<file path="src/rtl/mbist_pkg.sv">
package mbist_pkg;

  typedef enum logic [2:0] {
    PH_IDLE,
    PH_PRE,
    PH_REL,
    PH_ACC,
    PH_END
  } phase_e;

  typedef enum logic [1:0] {
    ST_IDLE,
    ST_CLEAR,
    ST_RUN
  } seq_e;

  // bit i belongs to step i
  localparam logic [7:0] WR_UPPER = 8'b0100_1011;
  localparam logic [7:0] WR_ONES  = 8'b0010_1101;
  localparam logic [7:0] RD_ONES  = 8'b0111_1000;

endpackage

</file>
<file path="src/rtl/mbist_half_walk.sv">
module mbist_half_walk #(
  parameter int MEM_SIZE = 64,
  parameter int AW       = $clog2(MEM_SIZE)
) (
  input  logic [AW:0] cur,
  input  logic [AW:0] stride,
  input  logic        upper,
  output logic [AW:0] nxt,
  output logic        last
);
  localparam logic [AW:0] SIZE_W = (AW+1)'(MEM_SIZE);

  logic [AW:0] inc;
  logic [AW:0] span_mask;
  logic [AW:0] low;

  always_comb begin
    inc       = cur + 1'b1;
    span_mask = (stride << 1) - 1'b1;
    low       = inc & span_mask;
    nxt       = inc;
    if (upper && (low == '0))
      nxt = inc + stride;
    else if (!upper && (low == stride))
      nxt = inc + stride;
    last = (nxt >= SIZE_W);
  end

endmodule

</file>
<file path="src/rtl/mbist_access_port.sv">
module mbist_access_port
  import mbist_pkg::*;
#(
  parameter int AW     = 6,
  parameter int DATA_W = 8
) (
  input  logic              clk,
  input  logic              rst,
  input  logic              go,
  input  logic              go_wr,
  input  logic [AW-1:0]     go_addr,
  input  logic [DATA_W-1:0] go_wdata,
  input  logic [DATA_W-1:0] go_exp,
  output logic              ready,
  output logic              fin,
  output logic              miss,
  output logic              ram_pre_n,
  output logic              ram_acc,
  output logic              ram_wr,
  output logic              ram_rd,
  output logic [AW-1:0]     ram_addr,
  output logic [DATA_W-1:0] ram_wdata,
  input  logic [DATA_W-1:0] ram_rdata
);
  phase_e            ph;
  logic              op_wr;
  logic [DATA_W-1:0] exp_q;

  assign ready = (ph == PH_IDLE) || (ph == PH_END);
  assign fin   = (ph == PH_END);
  assign miss  = fin && !op_wr && (ram_rdata != exp_q);

  always_ff @(posedge clk) begin
    if (rst) begin
      ph        <= PH_IDLE;
      ram_pre_n <= 1'b1;
      ram_acc   <= 1'b0;
      ram_wr    <= 1'b0;
      ram_rd    <= 1'b0;
      ram_addr  <= '0;
      ram_wdata <= '0;
      op_wr     <= 1'b0;
      exp_q     <= '0;
    end else begin
      ram_pre_n <= 1'b1;
      ram_acc   <= 1'b0;
      ram_wr    <= 1'b0;
      ram_rd    <= 1'b0;
      case (ph)
        PH_IDLE, PH_END: begin
          if (go) begin
            ph        <= PH_PRE;
            ram_pre_n <= 1'b0;
            ram_addr  <= go_addr;
            ram_wdata <= go_wr ? go_wdata : '0;
            op_wr     <= go_wr;
            exp_q     <= go_exp;
          end else begin
            ph <= PH_IDLE;
          end
        end
        PH_PRE: ph <= PH_REL;
        PH_REL: begin
          ph      <= PH_ACC;
          ram_acc <= 1'b1;
          ram_wr  <= op_wr;
          ram_rd  <= !op_wr;
        end
        PH_ACC:  ph <= PH_END;
        default: ph <= PH_IDLE;
      endcase
    end
  end

  AST_PRE_ONE_CYCLE: assert property (@(posedge clk) disable iff (rst)
    !ram_pre_n |=> ram_pre_n);
  AST_ACC_ONE_CYCLE: assert property (@(posedge clk) disable iff (rst)
    ram_acc |=> !ram_acc);
  AST_ACC_AFTER_PRE: assert property (@(posedge clk) disable iff (rst)
    $rose(ram_acc) |-> ($past(ram_pre_n) && !$past(ram_pre_n, 2)));
  AST_ONE_QUALIFIER: assert property (@(posedge clk) disable iff (rst)
    ram_acc |-> (ram_wr ^ ram_rd));
  AST_NO_BARE_QUAL: assert property (@(posedge clk) disable iff (rst)
    !ram_acc |-> (!ram_wr && !ram_rd));
  AST_ADDR_STEADY: assert property (@(posedge clk) disable iff (rst)
    ram_acc |-> $stable(ram_addr));

endmodule

</file>
<file path="src/rtl/mbist_seq.sv">
module mbist_seq
  import mbist_pkg::*;
#(
  parameter int MEM_SIZE = 64,
  parameter int DATA_W   = 8
) (
  input  logic                        clk,
  input  logic                        rst,
  input  logic                        start,
  output logic                        done,
  output logic                        fail,
  output logic                        ram_pre_n,
  output logic                        ram_acc,
  output logic                        ram_wr,
  output logic                        ram_rd,
  output logic [$clog2(MEM_SIZE)-1:0] ram_addr,
  output logic [DATA_W-1:0]           ram_wdata,
  input  logic [DATA_W-1:0]           ram_rdata
);
  localparam int          AW         = $clog2(MEM_SIZE);
  localparam logic [AW:0] HALF       = (AW+1)'(MEM_SIZE / 2);
  localparam logic [AW:0] LAST_WORD  = (AW+1)'(MEM_SIZE - 1);
  localparam logic [AW:0] MIN_STRIDE = (AW+1)'(8);
  localparam logic [DATA_W-1:0] ONES = {DATA_W{1'b1}};

  seq_e        st;
  logic [AW:0] cur;
  logic [AW:0] stride;
  logic [2:0]  step;
  logic [2:0]  step_nx;
  logic        rd_half;
  logic        all_issued;

  logic        upper;
  logic [AW:0] walk_nxt;
  logic        walk_last;
  logic        go, ready, fin, miss;
  logic        go_wr;
  logic [DATA_W-1:0] go_wdata, go_exp;

  assign step_nx  = step + 3'd1;
  assign upper    = WR_UPPER[step] ^ rd_half;
  assign go       = (st != ST_IDLE) && ready && !all_issued;
  assign go_wr    = (st == ST_CLEAR) || !rd_half;
  assign go_wdata = ((st == ST_RUN) && WR_ONES[step]) ? ONES : '0;
  assign go_exp   = RD_ONES[step] ? ONES : '0;

  mbist_half_walk #(.MEM_SIZE(MEM_SIZE), .AW(AW)) u_walk (
    .cur    (cur),
    .stride (stride),
    .upper  (upper),
    .nxt    (walk_nxt),
    .last   (walk_last)
  );

  mbist_access_port #(.AW(AW), .DATA_W(DATA_W)) u_port (
    .clk       (clk),
    .rst       (rst),
    .go        (go),
    .go_wr     (go_wr),
    .go_addr   (cur[AW-1:0]),
    .go_wdata  (go_wdata),
    .go_exp    (go_exp),
    .ready     (ready),
    .fin       (fin),
    .miss      (miss),
    .ram_pre_n (ram_pre_n),
    .ram_acc   (ram_acc),
    .ram_wr    (ram_wr),
    .ram_rd    (ram_rd),
    .ram_addr  (ram_addr),
    .ram_wdata (ram_wdata),
    .ram_rdata (ram_rdata)
  );

  always_ff @(posedge clk) begin
    if (rst) begin
      st         <= ST_IDLE;
      cur        <= '0;
      stride     <= HALF;
      step       <= '0;
      rd_half    <= 1'b0;
      all_issued <= 1'b0;
      done       <= 1'b0;
      fail       <= 1'b0;
    end else if (st == ST_IDLE) begin
      if (start) begin
        st         <= ST_CLEAR;
        cur        <= '0;
        stride     <= HALF;
        step       <= '0;
        rd_half    <= 1'b0;
        all_issued <= 1'b0;
        done       <= 1'b0;
        fail       <= 1'b0;
      end
    end else begin
      if (miss) fail <= 1'b1;
      if (fin && all_issued) begin
        st         <= ST_IDLE;
        done       <= 1'b1;
        all_issued <= 1'b0;
      end
      if (go) begin
        if (st == ST_CLEAR) begin
          if (cur == LAST_WORD) begin
            st      <= ST_RUN;
            stride  <= HALF;
            step    <= '0;
            rd_half <= 1'b0;
            cur     <= WR_UPPER[0] ? HALF : '0;
          end else begin
            cur <= cur + 1'b1;
          end
        end else if (!walk_last) begin
          cur <= walk_nxt;
        end else if (!rd_half) begin
          rd_half <= 1'b1;
          cur     <= WR_UPPER[step] ? '0 : stride;
        end else if (step != 3'd7) begin
          step    <= step_nx;
          rd_half <= 1'b0;
          cur     <= WR_UPPER[step_nx] ? stride : '0;
        end else if (stride != MIN_STRIDE) begin
          stride  <= stride >> 1;
          step    <= '0;
          rd_half <= 1'b0;
          cur     <= WR_UPPER[0] ? (stride >> 1) : '0;
        end else begin
          all_issued <= 1'b1;
        end
      end
    end
  end

  AST_WDATA_FLAT: assert property (@(posedge clk) disable iff (rst)
    ram_wr |-> ((ram_wdata == '0) || (ram_wdata == ONES)));
  AST_FAIL_STICKY: assert property (@(posedge clk) disable iff (rst)
    (fail && !start) |=> fail);
  AST_DONE_QUIET: assert property (@(posedge clk) disable iff (rst)
    done |-> (ram_pre_n && !ram_acc));
  AST_BUSY_IGNORES_START: assert property (@(posedge clk) disable iff (rst)
    (ram_acc && start) |=> !done);

endmodule

</file>
<file path="config.mk">
export PLATFORM = sky130hd
export DESIGN_NAME = mbist_seq
export DESIGN_NICKNAME = d
export VERILOG_FILES = /design/src/rtl/mbist_pkg.sv /design/src/rtl/mbist_half_walk.sv /design/src/rtl/mbist_access_port.sv /design/src/rtl/mbist_seq.sv
export SDC_FILE = /design/constraint.sdc
export NUM_CORES = 1
export LEC_CHECK = 0
export BUFFER_PORTS_ARGS = -buffer_cell sky130_fd_sc_hd__buf_2
export CORE_MARGIN = 3
export CORE_UTILIZATION = 47
export CTS_CLUSTER_DIAMETER = 150
export CTS_CLUSTER_SIZE = 24
export DETAILED_ROUTE_END_ITERATION = 10
export GPL_TIMING_DRIVEN = 0
export PLACE_DENSITY = 0.79
export SLEW_MARGIN = 20
export SYNTH_ARGS = -nofsm -noshare
export SYNTH_HDL_FRONTEND = slang
export SYNTH_HIERARCHICAL = 1
export SYNTH_SLANG_ARGS = --single-unit
</file>
<file path="constraint.sdc">
create_clock -name clk -period 3.94 [get_ports clk]
set_input_delay 0.788 -clock clk [delete_from_list [all_inputs] [get_ports clk]]
set_output_delay 0.788 -clock clk [all_outputs]
set_load 0.01 [all_outputs]
</file>
==> results.sh, run 1 <==
export IMPL_routedWlPerCell_um=14.8
export IMPL_yosys_area_share_adder_pct=5.48
export IMPL_synth_compound_area_share_pct=19.5
export IMPL_peakVddDrop_v=0.000223
export IMPL_yosysSeqAreaShare_pct=30.9
export IMPL_post_drt_via_cell_ratio=5.68
export IMPL_die_area_sq_um=8660
export IMPL_grt_pass1_wl_um=13800
export IMPL_ios=31
export IMPL_synth_top_family_by_area="simple AND/OR/NAND/NOR gates"
export IMPL_hold_path_class="reg2reg"
export IMPL_chip_height_um=93.0
export IMPL_drt_first_iter_violations=219
export IMPL_finalHoldViolCount=0
export IMPL_worstMarginPinSlew_ns=0.623
export IMPL_power_leakage_nw=1.68
export IMPL_kind_of_end_point_of_the_critical_path="flip-flop"
export IMPL_drtPass1Iterations=5
export IMPL_cts_buffers=5
export IMPL_cts_max_level=2
export IMPL_worstSkewPairLatency_ns=0.31
export IMPL_layout_setup_ws_ns=0.147
export IMPL_fin_nets=506
export IMPL_yosysUniqueCellTypes=72
export IMPL_async_flop_share_pct=0
export IMPL_largest_net_degree_at_the_start_of_global_routing=18
export IMPL_core_area_sq_um=7290
export IMPL_antennaDiodeCount=0
export IMPL_crit_arrival_ns=3.99
export IMPL_slew_headroom_pct=58.1
export IMPL_finalCriticalPeriod_ns=3.79
export IMPL_ys_dominant_reg_cell="sky130_fd_sc_hd__dfxtp_1"
export IMPL_cap_violations=0
export IMPL_route_vias_total=3294
export IMPL_globalplace_congestion=0.921
export IMPL_numPortBuffers=30
export IMPL_drt_antenna_violating_nets=0
export IMPL_syn_mean_instance_area_sq_um=8.36
export IMPL_slew_viol_final=0
export IMPL_timing_final_setup_violations=0
export IMPL_postSynthCellCount=426
export IMPL_post_route_drc_count=0
export IMPL_status="finished, final reports clean"
export IMPL_final_layout_size_suffix_gt1_share_pct=24.3
export IMPL_timing_clock_skew_ns=0.0111
export IMPL_layout_cell_area_non_filler_sq_um=4170
export IMPL_die_width_um=93.0
export IMPL_post_place_ws_ns=-0.611
export IMPL_power_per_cell_area_nw_per_um2=311
export IMPL_global_route_overflow_total=0
export IMPL_synthesis_yosys_warnings=6
export IMPL_first_global_vias=2964
export IMPL_synth_enable_flop_cells=0
export IMPL_most_common_library_cell_in_the_layout_ignoring_fill_and_taps="sky130_fd_sc_hd__dfxtp_1"
export IMPL_synth_simple_area_share_pct=27.9
export IMPL_synth_mux_area_share_pct=4.67
export IMPL_standard_cell_rows=31
export IMPL_yosys_area_share_xor_xnor_pct=6.64
export IMPL_grt_util_all_layers_pct=19.4
export IMPL_clockBufferDepth=2
export IMPL_maximum_fanout_along_the_worst_path=9
export IMPL_maxClockFrequency_mhz=264
export IMPL_mostFrequentLayoutCells="sky130_fd_sc_hd__dfxtp_1, sky130_fd_sc_hd__nand2_1, sky130_fd_sc_hd__nor2_1"
export IMPL_clock_tree_root_cell="sky130_fd_sc_hd__clkbuf_8"
export IMPL_synth_cell_area_sq_um=3560
export IMPL_grt_antenna_before_repair=0
export IMPL_path_class="reg2reg"
export IMPL_final_min_period_over_clock_period_pct=96.3
export IMPL_ys_ff_latch=55
export IMPL_tritoncts="yes"
export IMPL_final_tns_setup_ns=0
export IMPL_hold_slack_ns=0.462
export IMPL_power_mw=1.30
export IMPL_crit_required_ns=4.14
export IMPL_start_util_pct=48.8
export IMPL_routed_wirelength_um=8560
export IMPL_placed_area_sq_um=3860
export IMPL_flow_area_growth_from_synthesis_pct=17.2
export IMPL_clk_pin_slew_ns=0.09
export IMPL_post_dp_hpwl_um=6270
export IMPL_setup_crit_start_kind="flip-flop"
export IMPL_cts_num_sinks=55
-- final cells by class --
type	count	area, sq um
flip-flops and latches	55	1120
repair buffers	40	225
inverters	14	52.6
clock inverters	2	38.8
plain buffers	19	120
multi-input cells	345	2410
well taps	99	124
clock buffers	6	82.6
fillers	689	3120
-- stage by stage --
| step | instances | util, % |
|---|---|---|
| after floorplan | 433 | - |
| after global placement | 562 | 53.0 |
| after detailed placement | 562 | 53.0 |
| after CTS | 570 | 55.3 |
| after global routing | 580 | 57.2 |
| final | 580 | 57.2 |
-- critical path, cell delays in order (launching register included) --
cell and delay, ns:
sky130_fd_sc_hd__dfxtp_4 0.43, sky130_fd_sc_hd__ha_4 0.19, sky130_fd_sc_hd__nand3_1 0.11, sky130_fd_sc_hd__xnor2_2 0.21, sky130_fd_sc_hd__ha_1 0.35, sky130_fd_sc_hd__o21ai_0 0.10
sky130_fd_sc_hd__or3b_2 0.45, sky130_fd_sc_hd__nand3_1 0.15, sky130_fd_sc_hd__o2111ai_1 0.15, sky130_fd_sc_hd__o2bb2ai_2 0.20, sky130_fd_sc_hd__xnor2_2 0.21, sky130_fd_sc_hd__nand2_2 0.15
sky130_fd_sc_hd__nor2_4 0.19, sky130_fd_sc_hd__nor4b_4 0.28, sky130_fd_sc_hd__a21oi_4 0.07, sky130_fd_sc_hd__nor2_2 0.14, sky130_fd_sc_hd__mux2_4 0.30
-- cells by family after synthesis --
family          count (synthesis)
xor+xnor                       27
compound gates                 94
flops                          55
buf+inv                        33
simple gates                  187
other cells                     1
mux                            14
fa+ha+maj                      15
-- timing repair --
item | CTS | global route
pin swaps | 1 | 6
hold buffers | 0 | 0
setup endpoints to repair | 12 | 3
gates resized for setup | 13 | 14
buffers inserted | 0 | 10
-- path summary, 6_finish.rpt --
check | cells past startpoint | from | end | slack, ns
max | 16 | cur[0] | go_exp[0] | 0.15
max reg2reg | 16 | cur[0] | go_exp[0] | 0.15
min | 2 | u_port/ram_addr[5] | u_port/ram_addr[5] | 0.46
min reg2reg | 2 | u_port/ram_addr[5] | u_port/ram_addr[5] | 0.46
-- Yosys cell counts, drive strengths merged (3+ instances only) --
master	number	area, sq um
a211oi	6	45.0
a21oi	39	218
a221oi	4	35.0
a22oi	8	60.1
a2bb2oi	3	38.8
and2	10	65.1
and4	3	26.3
buf	10	82.6
clkbuf	9	35.0
dfxtp	55	1100
ha	14	175
inv	14	52.6
mux2	6	86.3
mux2i	8	80.1
nand2	58	240
nand2b	5	31.3
nand3	19	95.1
nand4	5	31.3
nor2	39	149
nor2b	9	56.3
nor3	9	50.1
nor3b	3	33.8
nor4	3	18.8
o21ai	12	71.3
o221ai	3	26.3
or2	4	25.0
or3	3	18.8
or3b	3	26.3
xnor2	14	123
xor2	13	114
-- layer usage --
| layer | share of wire (%) | GRT usage (%) | vias to the layer above |
|---|---|---|---|
| li1 | - | - | 1617 |
| met1 | 47 | 26.2 | 1588 |
| met2 | 48 | 32.2 | 81 |
| met3 | 4.1 | 4.18 | 8 |
| met4 | 0.61 | 3.54 | 0 |
| met5 | 0 | 0 | - |
-- report_power, final --
group          internal, mW  switching [mW]  total [mW]
sequential            0.577          0.0375       0.614
combinational         0.128           0.162       0.289
clock                 0.209           0.183       0.393
-- flip-flops by register name, indices dropped and copies added, names as in the netlist, named ones only --
register and flops:
u_port/ram_wr 1, st 2, stride 6, fail 1, cur 7, rd_half 1, u_port/ram_wdata 8, all_issued 1
go_exp 1, u_port/exp_q 8, u_port/ram_acc 1, done 1, u_port/ram_pre_n 1, u_port/ram_rd 1, u_port/ram_addr 6, step 3
u_port/ph 3, u_port/op_wr 1
No activity file was read; power rests on OpenSTA's default activity.
==> run 2: changes to the inputs <==
Settings changed: BUFFER_PORTS_ARGS -buffer_cell sky130_fd_sc_hd__buf_2 to -buffer_cell sky130_fd_sc_hd__buf_4, HOLD_SLACK_MARGIN from default to 0.1.
==> run 2 against run 1 <==
Against the previous run: clock power is 21% lower; critical path depth is 2 lower; critical path type unchanged; hold slack hardly changed; sequential share of layout area is 0.088 points lower; fmax is 1.4% higher; setup slack better by 0.051 ns; register-to-register slack better by 0.05 ns.
==> results.sh, run 2 (same netlist as run 1, synthesis figures left out) <==
export IMPL_rsz0062_at_grt="false"
export IMPL_ios=31
export IMPL_maximum_fanout_along_the_worst_path=7
export IMPL_post_drt_via_cell_ratio=5.53
export IMPL_final_min_period_over_clock_period_pct=95.0
export IMPL_drtPass1Iterations=4
export IMPL_post_dp_hpwl_um=6310
export IMPL_routed_wirelength_um=8470
export IMPL_finalHoldViolCount=0
export IMPL_layout_cell_area_non_filler_sq_um=4170
export IMPL_numPortBuffers=30
export IMPL_net_switching_power_uw=381
export IMPL_cap_violations=0
export IMPL_mostFrequentLayoutCells="sky130_fd_sc_hd__dfxtp_1, sky130_fd_sc_hd__nand2_1, sky130_fd_sc_hd__nor2_1"
export IMPL_timing_clock_skew_ns=0.0116
export IMPL_standard_cell_rows=31
export IMPL_cts_max_level=2
export IMPL_timing_final_setup_violations=0
export IMPL_grt_pass1_wl_um=13800
export IMPL_worstMarginPinSlew_ns=0.640
export IMPL_peakVddDrop_v=0.000229
export IMPL_die_width_um=93.0
export IMPL_chip_height_um=93.0
export IMPL_slew_viol_final=0
export IMPL_flow_area_growth_from_synthesis_pct=17.1
export IMPL_crit_required_ns=4.15
export IMPL_hold_path_class="reg2reg"
export IMPL_globalplace_congestion=0.911
export IMPL_cts_num_sinks=55
export IMPL_largest_registers="u_port/exp_q x8, u_port/ram_wdata x8, cur x7"
export IMPL_grt_antenna_before_repair=0
export IMPL_power_switching_fraction_pct=31.5
export IMPL_holdBufCountCts=0
export IMPL_global_route_overflow_total=0
export IMPL_final_tns_setup_ns=0
export IMPL_start_util_pct=48.8
export IMPL_clk_pin_slew_ns=0.11
export IMPL_routedWlPerCell_um=14.8
export IMPL_pwr_share_seq_pct=50.8
export IMPL_core_area_sq_um=7290
export IMPL_post_route_drc_count=0
export IMPL_slew_headroom_pct=56.9
export IMPL_final_layout_size_suffix_gt1_share_pct=23.3
export IMPL_intPower_uw=831
export IMPL_finalCriticalPeriod_ns=3.74
export IMPL_power_leakage_nw=1.63
export IMPL_maxClockFrequency_mhz=267
export IMPL_kind_of_end_point_of_the_critical_path="flip-flop"
export IMPL_placed_area_sq_um=3940
export IMPL_clock_tree_root_cell="sky130_fd_sc_hd__clkbuf_8"
export IMPL_path_class="reg2reg"
export IMPL_setup_crit_start_kind="flip-flop"
export IMPL_layout_core_utilization_pct=57.2
export IMPL_post_layout_nonfiller_instances=571
export IMPL_hold_slack_ns=0.462
export IMPL_drt_first_iter_violations=252
export IMPL_most_common_library_cell_in_the_layout_ignoring_fill_and_taps="sky130_fd_sc_hd__dfxtp_1"
export IMPL_grt_util_all_layers_pct=19.2
export IMPL_worstSkewPairLatency_ns=0.32
export IMPL_placed_cells_incl_taps=562
export IMPL_route_vias_total=3157
export IMPL_fin_nets=497
export IMPL_combPwrFrac_pct=23.5
export IMPL_clockBufferDepth=2
export IMPL_tritoncts="yes"
export IMPL_clock_power_share_pct=25.7
export IMPL_drt_antenna_violating_nets=0
export IMPL_power_per_cell_area_nw_per_um2=291
export IMPL_die_area_sq_um=8660
export IMPL_antennaDiodeCount=0
export IMPL_status="finished, final reports clean"
export IMPL_first_global_vias=3067
export IMPL_crit_arrival_ns=3.95
export IMPL_largest_net_degree_at_the_start_of_global_routing=18
export IMPL_cts_buffers=5
[run 2: cell types whose count changed in the layout (fill, tap and decap cells not counted), moves of 2 or more]
cell / before / now
sky130_fd_sc_hd__dfxtp_4: 4 / 2
sky130_fd_sc_hd__buf_2: 32 / 2
sky130_fd_sc_hd__buf_4: 13 / 35
sky130_fd_sc_hd__clkinv_2: 0 / 2
sky130_fd_sc_hd__dfxtp_2: 2 / 4
[run 2: layout make-up]
cell class / count / area [sq um]
sequential: 55 / 1110
inverter: 14 / 52.6
clock buffer: 5 / 68.8
buffer: 18 / 113
multi-input combinational: 345 / 2440
fill: 697 / 3120
tap: 99 / 124
timing repair buffer: 32 / 240
clock inverter: 3 / 18.8
[run 2: per-layer routing]
layer  part of all wire [%]  GRT usage (%)  routed length, um
met3                    5.1           3.46                432
met5                      0              0                  0
met1                     46           25.4               3890
met4                    1.1           4.64                 95
met2                     48           32.5               4050
[run 2: per-stage QoR]
step                      worst slack, ns  power [mW]
after CTS                          0.0372        1.20
after detailed placement           -0.611       0.885
final                               0.198        1.21
after floorplan                    0.0990       0.816
after global placement             -0.484       0.875
after global routing              0.00349        1.27
[run 2: timing repair]
action / CTS / global route
gates resized for setup: 13 / 13
endpoints found under the setup margin: 13 / 3
pin swaps: 1 / 1
buffers inserted: 1 / 1
hold endpoints to repair: 0 / 0
[run 2: path summary, 6_finish.rpt]
check	from	to	slack, ns	depth (start not counted)
setup / recovery	stride[0]	go_exp[0]	0.20	14
setup reg to reg	stride[0]	go_exp[0]	0.20	14
hold reg to reg	u_port/ram_wdata[6]	u_port/ram_wdata[6]	0.46	2
hold / removal	u_port/ram_wdata[6]	u_port/ram_wdata[6]	0.46	2
[run 2: worst max-delay path: stages, from the launching register on]
cell and delay [ns]:
sky130_fd_sc_hd__dfxtp_1 0.44, sky130_fd_sc_hd__inv_1 0.07, sky130_fd_sc_hd__ha_1 0.25, sky130_fd_sc_hd__xnor2_1 0.19, sky130_fd_sc_hd__nor4_1 0.11, sky130_fd_sc_hd__or4_1 0.59, sky130_fd_sc_hd__a2111oi_2 0.55, sky130_fd_sc_hd__o2bb2ai_2 0.17
sky130_fd_sc_hd__xnor2_2 0.17, sky130_fd_sc_hd__nand2_2 0.14, sky130_fd_sc_hd__o21ai_2 0.21, sky130_fd_sc_hd__o21ai_2 0.14, sky130_fd_sc_hd__a21oi_2 0.25, sky130_fd_sc_hd__nor2_2 0.07, sky130_fd_sc_hd__mux2_4 0.29
[run 2: power groups by stage]
stage	sequential (mW)	clock [mW]	combinational (mW)
3_5_place_dp	0.622	0	0.263
3_3_place_gp	0.621	0	0.255
2_1_floorplan	0.617	0	0.199
4_1_cts	0.611	0.319	0.270
6_report	0.616	0.311	0.285
5_1_grt	0.620	0.336	0.311
